===== config.mk =====
export PLATFORM = sky130hd
export DESIGN_NAME = uart_chan_status
export DESIGN_NICKNAME = d
export VERILOG_FILES = /design/src/rtl/uart_chan_status.sv
export SDC_FILE = /design/constraint.sdc
export NUM_CORES = 1
export LEC_CHECK = 0
export BUFFER_PORTS_ARGS = -buffer_cell sky130_fd_sc_hd__buf_2
export CORE_AREA = 2 2 58 60
export DETAILED_ROUTE_END_ITERATION = 16
export DIE_AREA = 0 0 60 62
export PLACE_DENSITY = 0.76
export SYNTH_ARGS = -nofsm -noshare
export SYNTH_HDL_FRONTEND = slang
export SYNTH_SLANG_ARGS = --single-unit

===== constraint.sdc =====
create_clock -name clk -period 1.2 [get_ports clk]
set_input_delay 0.18 -clock clk [delete_from_list [all_inputs] [get_ports clk]]
set_output_delay 0.18 -clock clk [all_outputs]
set_load 0.01 [all_outputs]

===== src/rtl/uart_chan_status.sv =====
module uart_chan_status #(
  parameter int TXCNT_W = 10
) (
  input  logic               clk,
  input  logic               rst_n,
  input  logic               dcd_i,
  input  logic               dsr_i,
  input  logic               cts_i,
  input  logic               ri_i,
  input  logic               rx_avail_i,
  input  logic               rx_ovr_i,
  input  logic [TXCNT_W-1:0] tx_cnt_i,
  input  logic               ctl_we_i,
  input  logic [31:0]        ctl_wdata_i,
  input  logic               stat_we_i,
  input  logic [31:0]        stat_wdata_i,
  output logic [31:0]        stat_o,
  output logic               irq_o
);
  localparam int B_RXD  = 0;
  localparam int B_DCD  = 3;
  localparam int B_DSR  = 4;
  localparam int B_CTS  = 5;
  localparam int B_RI   = 6;
  localparam int B_OVR  = 13;
  localparam int B_DSRC = 16;
  localparam int B_CTSC = 17;
  localparam int B_DCDC = 18;
  localparam int B_RIC  = 22;
  localparam int B_TXE  = 25;
  localparam int E_MS   = 0;
  localparam int E_RX   = 2;
  localparam int E_TX   = 19;

  // line order inside the vectors: 0 carrier, 1 set ready, 2 clear to send, 3 ring
  logic [3:0] line_in, sync_a, sync_b, sync_c, chg_q, chg_set, chg_clr;
  logic       txe_q, tx_nz_q, txe_set, txe_clr;
  logic       en_ms, en_rx, en_tx;

  assign line_in = {ri_i, cts_i, dsr_i, dcd_i};
  assign chg_set = sync_b ^ sync_c;
  assign chg_clr = stat_we_i ? {stat_wdata_i[B_RIC], stat_wdata_i[B_CTSC],
                                stat_wdata_i[B_DSRC], stat_wdata_i[B_DCDC]} : 4'b0;
  assign txe_set = tx_nz_q && (tx_cnt_i == '0);
  assign txe_clr = stat_we_i && stat_wdata_i[B_TXE];

  always_ff @(posedge clk or negedge rst_n) begin
    if (!rst_n) begin
      sync_a  <= '0;
      sync_b  <= '0;
      sync_c  <= '0;
      chg_q   <= '0;
      txe_q   <= 1'b0;
      tx_nz_q <= 1'b0;
    end else begin
      sync_a  <= line_in;
      sync_b  <= sync_a;
      sync_c  <= sync_b;
      chg_q   <= (chg_q & ~chg_clr) | chg_set;
      txe_q   <= (txe_q & ~txe_clr) | txe_set;
      tx_nz_q <= (tx_cnt_i != '0);
    end
  end

  always_ff @(posedge clk or negedge rst_n) begin
    if (!rst_n) begin
      en_ms <= 1'b0;
      en_rx <= 1'b0;
      en_tx <= 1'b0;
    end else if (ctl_we_i) begin
      en_ms <= ctl_wdata_i[E_MS];
      en_rx <= ctl_wdata_i[E_RX];
      en_tx <= ctl_wdata_i[E_TX];
    end
  end

  always_comb begin
    stat_o         = '0;
    stat_o[B_RXD]  = rx_avail_i;
    stat_o[B_DCD]  = sync_b[0];
    stat_o[B_DSR]  = sync_b[1];
    stat_o[B_CTS]  = sync_b[2];
    stat_o[B_RI]   = sync_b[3];
    stat_o[B_OVR]  = rx_ovr_i;
    stat_o[B_DCDC] = chg_q[0];
    stat_o[B_DSRC] = chg_q[1];
    stat_o[B_CTSC] = chg_q[2];
    stat_o[B_RIC]  = chg_q[3];
    stat_o[B_TXE]  = txe_q;
  end

  assign irq_o = ((|chg_q) & en_ms) | (rx_avail_i & en_rx) | (txe_q & en_tx);


  level_lag_chk: assert property (@(posedge clk) disable iff (!rst_n)
    sync_a == line_in |=> stat_o[B_DCD] == $past(sync_a[0]));


  flag_sticky_chk: assert property (@(posedge clk) disable iff (!rst_n)
    1'b1 |=> ((chg_q & $past(chg_q & ~chg_clr)) == $past(chg_q & ~chg_clr)));


  set_wins_chk: assert property (@(posedge clk) disable iff (!rst_n)
    chg_set != 4'b0 |=> ((chg_q & $past(chg_set)) == $past(chg_set)));


  txe_rise_chk: assert property (@(posedge clk) disable iff (!rst_n)
    $rose(txe_q) |-> $past(tx_cnt_i) == '0);


  en_hold_chk: assert property (@(posedge clk) disable iff (!rst_n)
    !ctl_we_i |=> $stable({en_ms, en_rx, en_tx}));


  irq_source_chk: assert property (@(posedge clk) disable iff (!rst_n)
    irq_o |-> ((|chg_q) || rx_avail_i || txe_q));
endmodule


==> flow_summary.toml, run 1 <==
[status]
status = "finished, violations left"
violations = "negative setup slack"

[placement]
place.port_buffers = 37
routabilityCongestion = 0.670
placedCellCount = 152

[global_route]
grt_start_max_net_pins = 22
use_met1_pct = 9.48
gr-max-usage-layer = "met2"
gr-usage-all-layers_pct = 9.07
grt_antenna_before_repair = 0
globalRouteMet2Util_pct = 17.4
overflow = 0
grt_pass1_vias = 572
grt_first_pass_wirelength_microns = 2470
grt_util_met3_pct = 1.24

[die]
initial_core_util_pct = 28.7
die_y_microns = 62
floorplan.die_area_sq_mm = 0.00372
fp.coreArea_sq_mm = 0.00318
floorplan.io_pins = 117
placement_rows = 21
die-width_microns = 60

[final_layout]
final.fill_count = 307
finish.net_count = 201
area_delta_synth_final_pct = 29.2
insertedDiodeCount = 0
post_layout_nonfiller_instances = 162
final_layout_size_suffix_gt1_share_pct = 44.0
final_core_util_pct = 37.1

[detailed_routing]
drt-total-wl_microns = 1580
via_count = 600
routed_via_count_divided_by_cell_count = 3.70
antenna_violating_nets_post_route = 0
wl_per_cell_microns = 9.74
drt_pass1_iterations = 2
drc = 0
dr.first_iter.drc_count = 7

[clocking]
clock_latency_reported_for_the_late_side_of_the_worst_skew_pair_ns = 0.29
clk_transition_reported_paths_ns = 0.11
cts_tree = "built"
clk_path_buf_depth = 2
clock_sinks = 21
ctsHtreeMaxLevel = 1
cts_root_buf = "sky130_fd_sc_hd__clkbuf_4"
cts_made_buffers = 3

[power]
power.leakage_uw = 0.000593
vdd_drop_max_uv = 867
pwr_density_cell_mw_per_mm2 = 1130

[yosys]
seq_area_frac_synth_pct = 57.6
yosys_register_bits = 21
synth-main-ff-cell = "sky130_fd_sc_hd__dfrtp_1"
synth.lib_cells_used.distinct = 14
post_synthesis_cell_area_sq_um = 912
number_of_flops_mapped_to_enable_cells_by_yosys = 0
synth_warnings = 0
fraction_of_registers_with_async_set_reset_pct = 100
synthTopCellsByArea = "sky130_fd_sc_hd__dfrtp_1 58%, sky130_fd_sc_hd__buf_4 20%, sky130_fd_sc_hd__nor4_4 4.7%"
synth_common_cells = "24 x sky130_fd_sc_hd__buf_4, 21 x sky130_fd_sc_hd__dfrtp_1, 5 x sky130_fd_sc_hd__nand2_1, 4 x sky130_fd_sc_hd__a21o_1, 4 x sky130_fd_sc_hd__xor2_1"
synth_area_leader_cell = "sky130_fd_sc_hd__dfrtp_1"
yosysTopAreaCellShare_pct = 57.6
synth.avg_cell_area_sq_um = 13.0
yosysMostFrequentCell = "sky130_fd_sc_hd__buf_4"
syn-instance-count = 70

[worst_setup_path]
path_class = "reg -> out"
critical_path.max_fanout = 2
worst_ep_arrival_time_ns = 1.28
setup.worst_path.end_class = "output port"
required_ns = 1.02
critPathLaunchType = "flop"

[run]
maxCapViolCount = 0

[timing]
finalCriticalPeriod_ns = 1.46
finalSetupViolations = 1
timing.clock.skew_ns = 0.000310
maxClockFrequency_ghz = 0.686
min_period_over_period_pct = 121
setup_ws_ns = -0.257
timing.hold.ws_ns = 0.0865
grt_setup_unrepaired = "yes"
final-hold-violation-count = 0
report.final.slew_viol_count = 0

[worst_hold_path]
worstHoldPathType = "in -> reg"
-- layout make-up --
type / count / area (sq um) / share of cell area [%]
Sequential cell: 21 / 526 / 44.6
Multi-Input combinational cell: 45 / 289 / 24.5
Timing Repair Buffer: 46 / 279 / 23.7
Tap cell: 46 / 57.6 / 4.88
Clock buffer: 3 / 22.5 / 1.91
Clock inverter: 1 / 5.00 / 0.425
-- cell usage in the layout, fill, tap and decap left out, drive strengths merged --
master	instances
clkinv	1
a21boi	1
dlygate4sd3	5
nor2	1
dfrtp	21
buf	41
xor2	4
nor4	2
a21o	4
conb	21
clkbuf	3
mux2	3
a41o	1
nand2	5
o41ai	1
nand3	1
a22oi	1
-- worst max-delay path: stages, from the launching register on --
cell,delay [ns]
sky130_fd_sc_hd__dfrtp_1,0.41
sky130_fd_sc_hd__o41ai_2,0.36
sky130_fd_sc_hd__nand2_1,0.08
sky130_fd_sc_hd__buf_2,0.14
-- metal layers --
layer	vias to the layer above	share of wire, %
li1	280	-
met3	2	9.8
met1	269	37
met2	49	52
met5	-	0
met4	0	0.95
-- what timing repair did --
| item | 4_1_cts | 5_1_grt |
|---|---|---|
| cloned | 0 | 0 |
| hold endpoints to repair | 25 | 0 |
| endpoints found under the setup margin | 1 | 3 |
| hold buffers | 5 | 0 |
| resized for setup | 1 | 3 |
| pin swaps | 0 | 2 |
| buffers inserted | 0 | 1 |
-- cell families (layout without fill, tap and decap cells) --
logic type,Yosys count,count (layout),synth area share (%)
AO/OA/AOI/OAI,8,8,7.00
XOR/XNOR,4,4,3.84
buffers and inverters,24,50,19.8
flip-flops,21,21,57.6
multiplexers,3,3,3.70
other,1,21,0.411
AND/OR/NAND/NOR,9,9,7.68
-- sequential cells by signal, indices dropped and copies added (netlist names) --
register,count
chg_q,4
sync_a,4
sync_b,4
sync_c,4
en_ms,1
en_rx,1
en_tx,1
tx_nz_q,1
txe_q,1
-- path summary, 6_finish.rpt --
path	end	depth (start not counted)	startpoint	slack, ns
hold reg to reg	sync_b[0]$_DFF_PN0_	0	sync_a[0]$_DFF_PN0_	0.36
setup reg to reg	txe_q$_DFF_PN0_	2	txe_q$_DFF_PN0_	0.31
hold / removal	tx_nz_q$_DFF_PN0_	3	tx_cnt_i[8]	0.09
setup / recovery	irq_o	3	chg_q[1]$_DFF_PN0_	-0.26
max in group asynchronous	sync_a[1]$_DFF_PN0_	2	rst_n	0.53
min in group asynchronous	sync_a[2]$_DFF_PN0_	2	rst_n	0.36
-- per-stage QoR --
step | cell area, sq um | setup TNS, ns | total power [uW] | setup slack, ns
after detailed placement | 1070 | -0.0103 | 993 | -0.0103
after floorplan | 987 | 0 | 929 | 0.140
final | 1180 | -0.257 | 1330 | -0.257
after global placement | 1070 | -0.0141 | 985 | -0.0141
after global routing | 1180 | -0.338 | 1410 | -0.338
after CTS | 1160 | -0.291 | 1340 | -0.291
-- power breakdown --
part | leakage, uW | internal (uW) | switching (uW) | total [uW]
sequential | 0.000238 | 751 | 28.0 | 779
clock | 0.0000177 | 124 | 204 | 328
combinational | 0.000338 | 114 | 114 | 228
total | 0.000593 | 989 | 346 | 1330
No activity file was read; power rests on OpenSTA's default activity.
==> run 2, diff against run 1 <==
--- a/config.mk
+++ b/config.mk
@@ -5,7 +5,7 @@
 export SDC_FILE = /design/constraint.sdc
 export NUM_CORES = 1
 export LEC_CHECK = 0
-export BUFFER_PORTS_ARGS = -buffer_cell sky130_fd_sc_hd__buf_2
+export BUFFER_PORTS_ARGS = -buffer_cell sky130_fd_sc_hd__buf_4
 export CORE_AREA = 2 2 58 60
 export DETAILED_ROUTE_END_ITERATION = 16
 export DIE_AREA = 0 0 60 62
==> flow_summary.toml, run 2 (same netlist as run 1, synthesis figures left out) <==
[status]
status = "finished, violations left"
violations = "negative setup slack"

[worst_setup_path]
worst_path_cell_chain = "o41ai_2, nand2_1, buf_4"
path_class = "reg -> out"
crit_path_max_incr_delay_ns = 0.40
worst_ep_arrival_time_ns = 1.28
cpMaxStageDelayCell = "sky130_fd_sc_hd__dfrtp_1"
critical_path.max_fanout = 2
setup.worst_path.end_class = "output port"
required_ns = 1.02
critPathLaunchType = "flop"

[global_route]
gr-usage-all-layers_pct = 9.14
globalRouteMet2Util_pct = 16.1
overflow = 0
grt_first_pass_wirelength_microns = 2500
use_met1_pct = 9.82
grt_antenna_before_repair = 0
gr-max-usage-layer = "met2"
grt_start_max_net_pins = 22
grt_pass1_vias = 584
grt_util_met3_pct = 2.69

[detailed_routing]
dr.first_iter.drc_count = 5
via_count = 626
drt_pass1_iterations = 4
antenna_violating_nets_post_route = 0
drt-total-wl_microns = 1600
drc = 0
routed_via_count_divided_by_cell_count = 3.79
wl_per_cell_microns = 9.67

[timing]
grt_setup_unrepaired = "yes"
fin_setup_tns_ns = -0.371
min_period_over_period_pct = 122
timing.hold.ws_ns = 0.0813
timing.clock.skew_ns = 0.000633
final-hold-violation-count = 0
finalSetupViolations = 3
maxClockFrequency_ghz = 0.683
report.final.slew_viol_count = 0
finalCriticalPeriod_ns = 1.46
setup_ws_ns = -0.263

[die]
die_y_microns = 62
fp.coreArea_sq_mm = 0.00318
floorplan.die_area_sq_mm = 0.00372
placement_rows = 21
initial_core_util_pct = 28.7
die-width_microns = 60
floorplan.io_pins = 117

[final_layout]
final_cell_mix = "38 x sky130_fd_sc_hd__buf_4, 21 x sky130_fd_sc_hd__conb_1, 21 x sky130_fd_sc_hd__dfrtp_1"
postLayoutCellArea_sq_mm = 0.00130
layout.cells.most_common = "sky130_fd_sc_hd__buf_4"
final_layout_size_suffix_gt1_share_pct = 45.4
finish.net_count = 204
insertedDiodeCount = 0
final_core_util_pct = 41.0
area_delta_synth_final_pct = 42.8

[placement]
post-dp-hpwl_microns = 1280
pre_cts_slack_ns = 0.00949
place.port_buffers = 37
placed_area_sq_mm = 0.00117
routabilityCongestion = 0.665

[power]
power.leakage_uw = 0.000643
pwr_density_cell_mw_per_mm2 = 1070
vdd_drop_max_uv = 789

[clocking]
clock_sinks = 21
clock_latency_reported_for_the_late_side_of_the_worst_skew_pair_ns = 0.29
cts_tree = "built"
ctsHtreeMaxLevel = 1
clk_path_buf_depth = 2
clk_transition_reported_paths_ns = 0.11
cts_made_buffers = 3
cts_root_buf = "sky130_fd_sc_hd__clkbuf_4"

[run]
maxCapViolCount = 0

[worst_hold_path]
worstHoldPathType = "in -> reg"
==> run 2: worst paths after layout <==
kind	from	endpoint	cells past startpoint	slack (ns)
setup / recovery	chg_q[1]$_DFF_PN0_	irq_o	3	-0.26
hold / removal	tx_cnt_i[8]	tx_nz_q$_DFF_PN0_	3	0.08
setup reg to reg	chg_q[2]$_DFF_PN0_	chg_q[2]$_DFF_PN0_	3	0.29
hold reg to reg	sync_a[3]$_DFF_PN0_	sync_b[3]$_DFF_PN0_	0	0.36
max in group asynchronous	rst_n	en_tx$_DFFE_PN0P_	2	0.72
min in group asynchronous	rst_n	sync_b[2]$_DFF_PN0_	2	0.27
==> run 2: critical path, delay by kind of cell (launching register included) <==
kind                   cells  cell delay, ns
buffers and inverters      1            0.15
DFF                        1            0.40
and+or+nand+nor            1            0.10
AOI/OAI and AO/OA          1            0.34
==> run 2: layout make-up <==
cell class,instances,area [sq um]
Fill cell,295,1880
Sequential cell,21,526
Timing Repair Buffer,49,403
Multi-Input combinational cell,45,289
Tap cell,46,57.6
Clock buffer,3,22.5
Clock inverter,1,5.00
==> run 2: through the flow <==
| step | instances | total power, uW |
|---|---|---|
| after CTS | 162 | 1380 |
| after global placement | 153 | 1030 |
| after global routing | 165 | 1480 |
| final | 165 | 1400 |
| after detailed placement | 153 | 1040 |
| after floorplan | 90 | 929 |
==> run 2: per-layer routing <==
metal	routed length (microns)	share of wire [%]	vias up
met5	0	0	-
met4	21	1.3	0
met3	177	11	2
met2	797	50	49
met1	600	38	292
li1	-	-	283
==> run 2: where the power goes <==
part / total, uW / leakage [uW] / switching, uW / internal (uW)
logic: 287 / 0.000388 / 120 / 167
registers: 780 / 0.000238 / 28.3 / 751
clock network: 331 / 0.0000177 / 206 / 124
==> run 2: repair_timing <==
action | in CTS | in global routing
endpoints found under the setup margin | 1 | 4
pin swaps | 0 | 2
endpoints found under the hold margin | 25 | 0
setup buffers | 0 | 4
hold buffers | 5 | 0
resized for setup | 1 | 6
==> run 3, diff against run 2 <==
--- a/config.mk
+++ b/config.mk
@@ -6,9 +6,9 @@
 export NUM_CORES = 1
 export LEC_CHECK = 0
 export BUFFER_PORTS_ARGS = -buffer_cell sky130_fd_sc_hd__buf_4
-export CORE_AREA = 2 2 58 60
+export CORE_AREA = 8 8 64 66
 export DETAILED_ROUTE_END_ITERATION = 16
-export DIE_AREA = 0 0 60 62
+export DIE_AREA = 0 0 72 74
 export PLACE_DENSITY = 0.76
 export SYNTH_ARGS = -nofsm -noshare
 export SYNTH_HDL_FRONTEND = slang
==> flow_summary.toml, run 3 (same netlist as run 1, synthesis figures left out) <==
[status]
status = "finished, violations left"
violations = "negative setup slack"

[worst_setup_path]
path_class = "reg -> out"
critical_path.max_fanout = 2
critPathLaunchType = "flop"
worst_ep_arrival_time_ns = 1.27
crit_path_max_incr_delay_ns = 0.40
setup.worst_path.end_class = "output port"
cpLargestDelayFamily = "flip-flops"
worst_path_cell_chain = "o41ai_2, nand2_1, buf_6"
required_ns = 1.02
cpMaxStageDelayCell = "sky130_fd_sc_hd__dfrtp_1"
critical_path.n_buffers_inverters = 1

[final_layout]
final_cell_mix = "36 x sky130_fd_sc_hd__buf_4, 21 x sky130_fd_sc_hd__conb_1, 21 x sky130_fd_sc_hd__dfrtp_1"
insertedDiodeCount = 0
post_layout_nonfiller_instances = 164
finish.net_count = 203
final_core_util_pct = 40.9
layout.cells.most_common = "sky130_fd_sc_hd__buf_4"
final.fill_count = 291
area_delta_synth_final_pct = 42.4
final_layout_size_suffix_gt1_share_pct = 44.9

[timing]
report.final.slew_viol_count = 0
grt_setup_unrepaired = "yes"
timing.hold.ws_ns = 0.103
maxClockFrequency_ghz = 0.691
finalSetupViolations = 2
final-hold-violation-count = 0
finalCriticalPeriod_ns = 1.45
fin_setup_tns_ns = -0.379
timing.clock.skew_ns = 0.00874
min_period_over_period_pct = 121
setup_ws_ns = -0.247

[detailed_routing]
drt-total-wl_microns = 2070
top_layer = "met4"
met2_wirelength_microns = 972
routedLengthMet1_microns = 740
drc = 0
via_count = 619
routed_via_count_divided_by_cell_count = 3.77
drt_pass1_iterations = 3
wl_per_cell_microns = 12.6
met3RoutedLength_microns = 343
antenna_violating_nets_post_route = 0
dr.first_iter.drc_count = 4

[global_route]
gr-usage-all-layers_pct = 7.55
overflow = 0
grt_first_pass_wirelength_microns = 3160
grt_start_max_net_pins = 22
grt_pass1_vias = 720
grt_antenna_before_repair = 0

[power]
pwr_density_cell_mw_per_mm2 = 1070
vdd_drop_max_uv = 794
power.leakage_uw = 0.000640
power.share.combinational_pct = 20.9
p_sw_uw = 354
p_int_uw = 1040
share_seq_of_total_power_pct = 55.9
p_sw_share_pct = 25.4
pwr-share-clk_pct = 23.2

[clocking]
clk_path_buf_depth = 2
cts_made_buffers = 3
clock_latency_reported_for_the_late_side_of_the_worst_skew_pair_ns = 0.29
ctsHtreeMaxLevel = 1
clk_transition_reported_paths_ns = 0.10
cts_tree = "built"
cts_root_buf = "sky130_fd_sc_hd__clkbuf_4"
clock_sinks = 21

[placement]
post-dp-hpwl_microns = 1720
routabilityCongestion = 0.689
placedCellCount = 153
place.port_buffers = 37
pre_cts_slack_ns = -0.0128

[die]
fp.coreArea_sq_mm = 0.00318
die-width_microns = 72
floorplan.die_area_sq_mm = 0.00533
placement_rows = 21
floorplan.io_pins = 117
initial_core_util_pct = 28.7
die_y_microns = 74

[worst_hold_path]
worstHoldPathType = "in -> reg"

[run]
maxCapViolCount = 0
## run 3: changes by cell type in the layout (fill, tap and decap cells not counted), sizes merged
| cell | delta |
|---|---|
| buf | -1 |
## run 3: layer usage
layer  vias up  track usage [%]
met5         -                0
met4         0             3.40
met3         2             4.99
met2        50             12.8
met1       284             7.03
li1        283                -
## run 3: worst reg2reg max path, delay by kind of cell (launching register included)
kind	cells	cell delay, ns
AOI/OAI and AO/OA	1	0.15
buffers and inverters	3	0.35
DFF	1	0.40
## run 3: worst paths after layout
check,from,end,slack [ns],cells past startpoint
min reg2reg,sync_a[1]$_DFF_PN0_,sync_b[1]$_DFF_PN0_,0.36,0
min in group asynchronous,rst_n,sync_b[3]$_DFF_PN0_,0.29,2
max in group asynchronous,rst_n,chg_q[2]$_DFF_PN0_,0.69,2
max reg2reg,chg_q[2]$_DFF_PN0_,chg_q[2]$_DFF_PN0_,0.20,4
max,chg_q[2]$_DFF_PN0_,irq_o,-0.25,3
min,tx_cnt_i[8],tx_nz_q$_DFF_PN0_,0.10,3
## run 3: metrics by stage
| step | cell area (sq um) | total power [uW] |
|---|---|---|
| 2_1_floorplan | 987 | 929 |
| 3_3_place_gp | 1170 | 1030 |
| 3_5_place_dp | 1170 | 1040 |
| 4_1_cts | 1270 | 1390 |
| 5_1_grt | 1300 | 1460 |
| 6_report | 1300 | 1400 |
## run 3: power by group through the flow
| stage | logic, uW | clock network (uW) | registers [uW] |
|---|---|---|---|
| floorplan | 131 | 0 | 798 |
| global placement | 243 | 0 | 788 |
| detailed placement | 248 | 0 | 792 |
| CTS | 274 | 335 | 780 |
| global route | 315 | 362 | 786 |
| finish | 292 | 324 | 780 |
## run 3: final cells by class
cell class,instances,area [sq um],area share (%)
multi-input cells,45,289,22.3
clock inverters,1,5.00,0.385
clock buffers,3,22.5,1.73
repair buffers,48,399,30.7
well taps,46,57.6,4.43
flip-flops and latches,21,526,40.5
## run 3: repair_timing
| action | 4_1_cts | 5_1_grt |
|---|---|---|
| endpoints found under the setup margin | 1 | 5 |
| endpoints found under the hold margin | 25 | 0 |
| pin swaps | 2 | 1 |
| hold buffers | 5 | 0 |
| setup buffers | 1 | 2 |
| gates resized for setup | 3 | 5 |
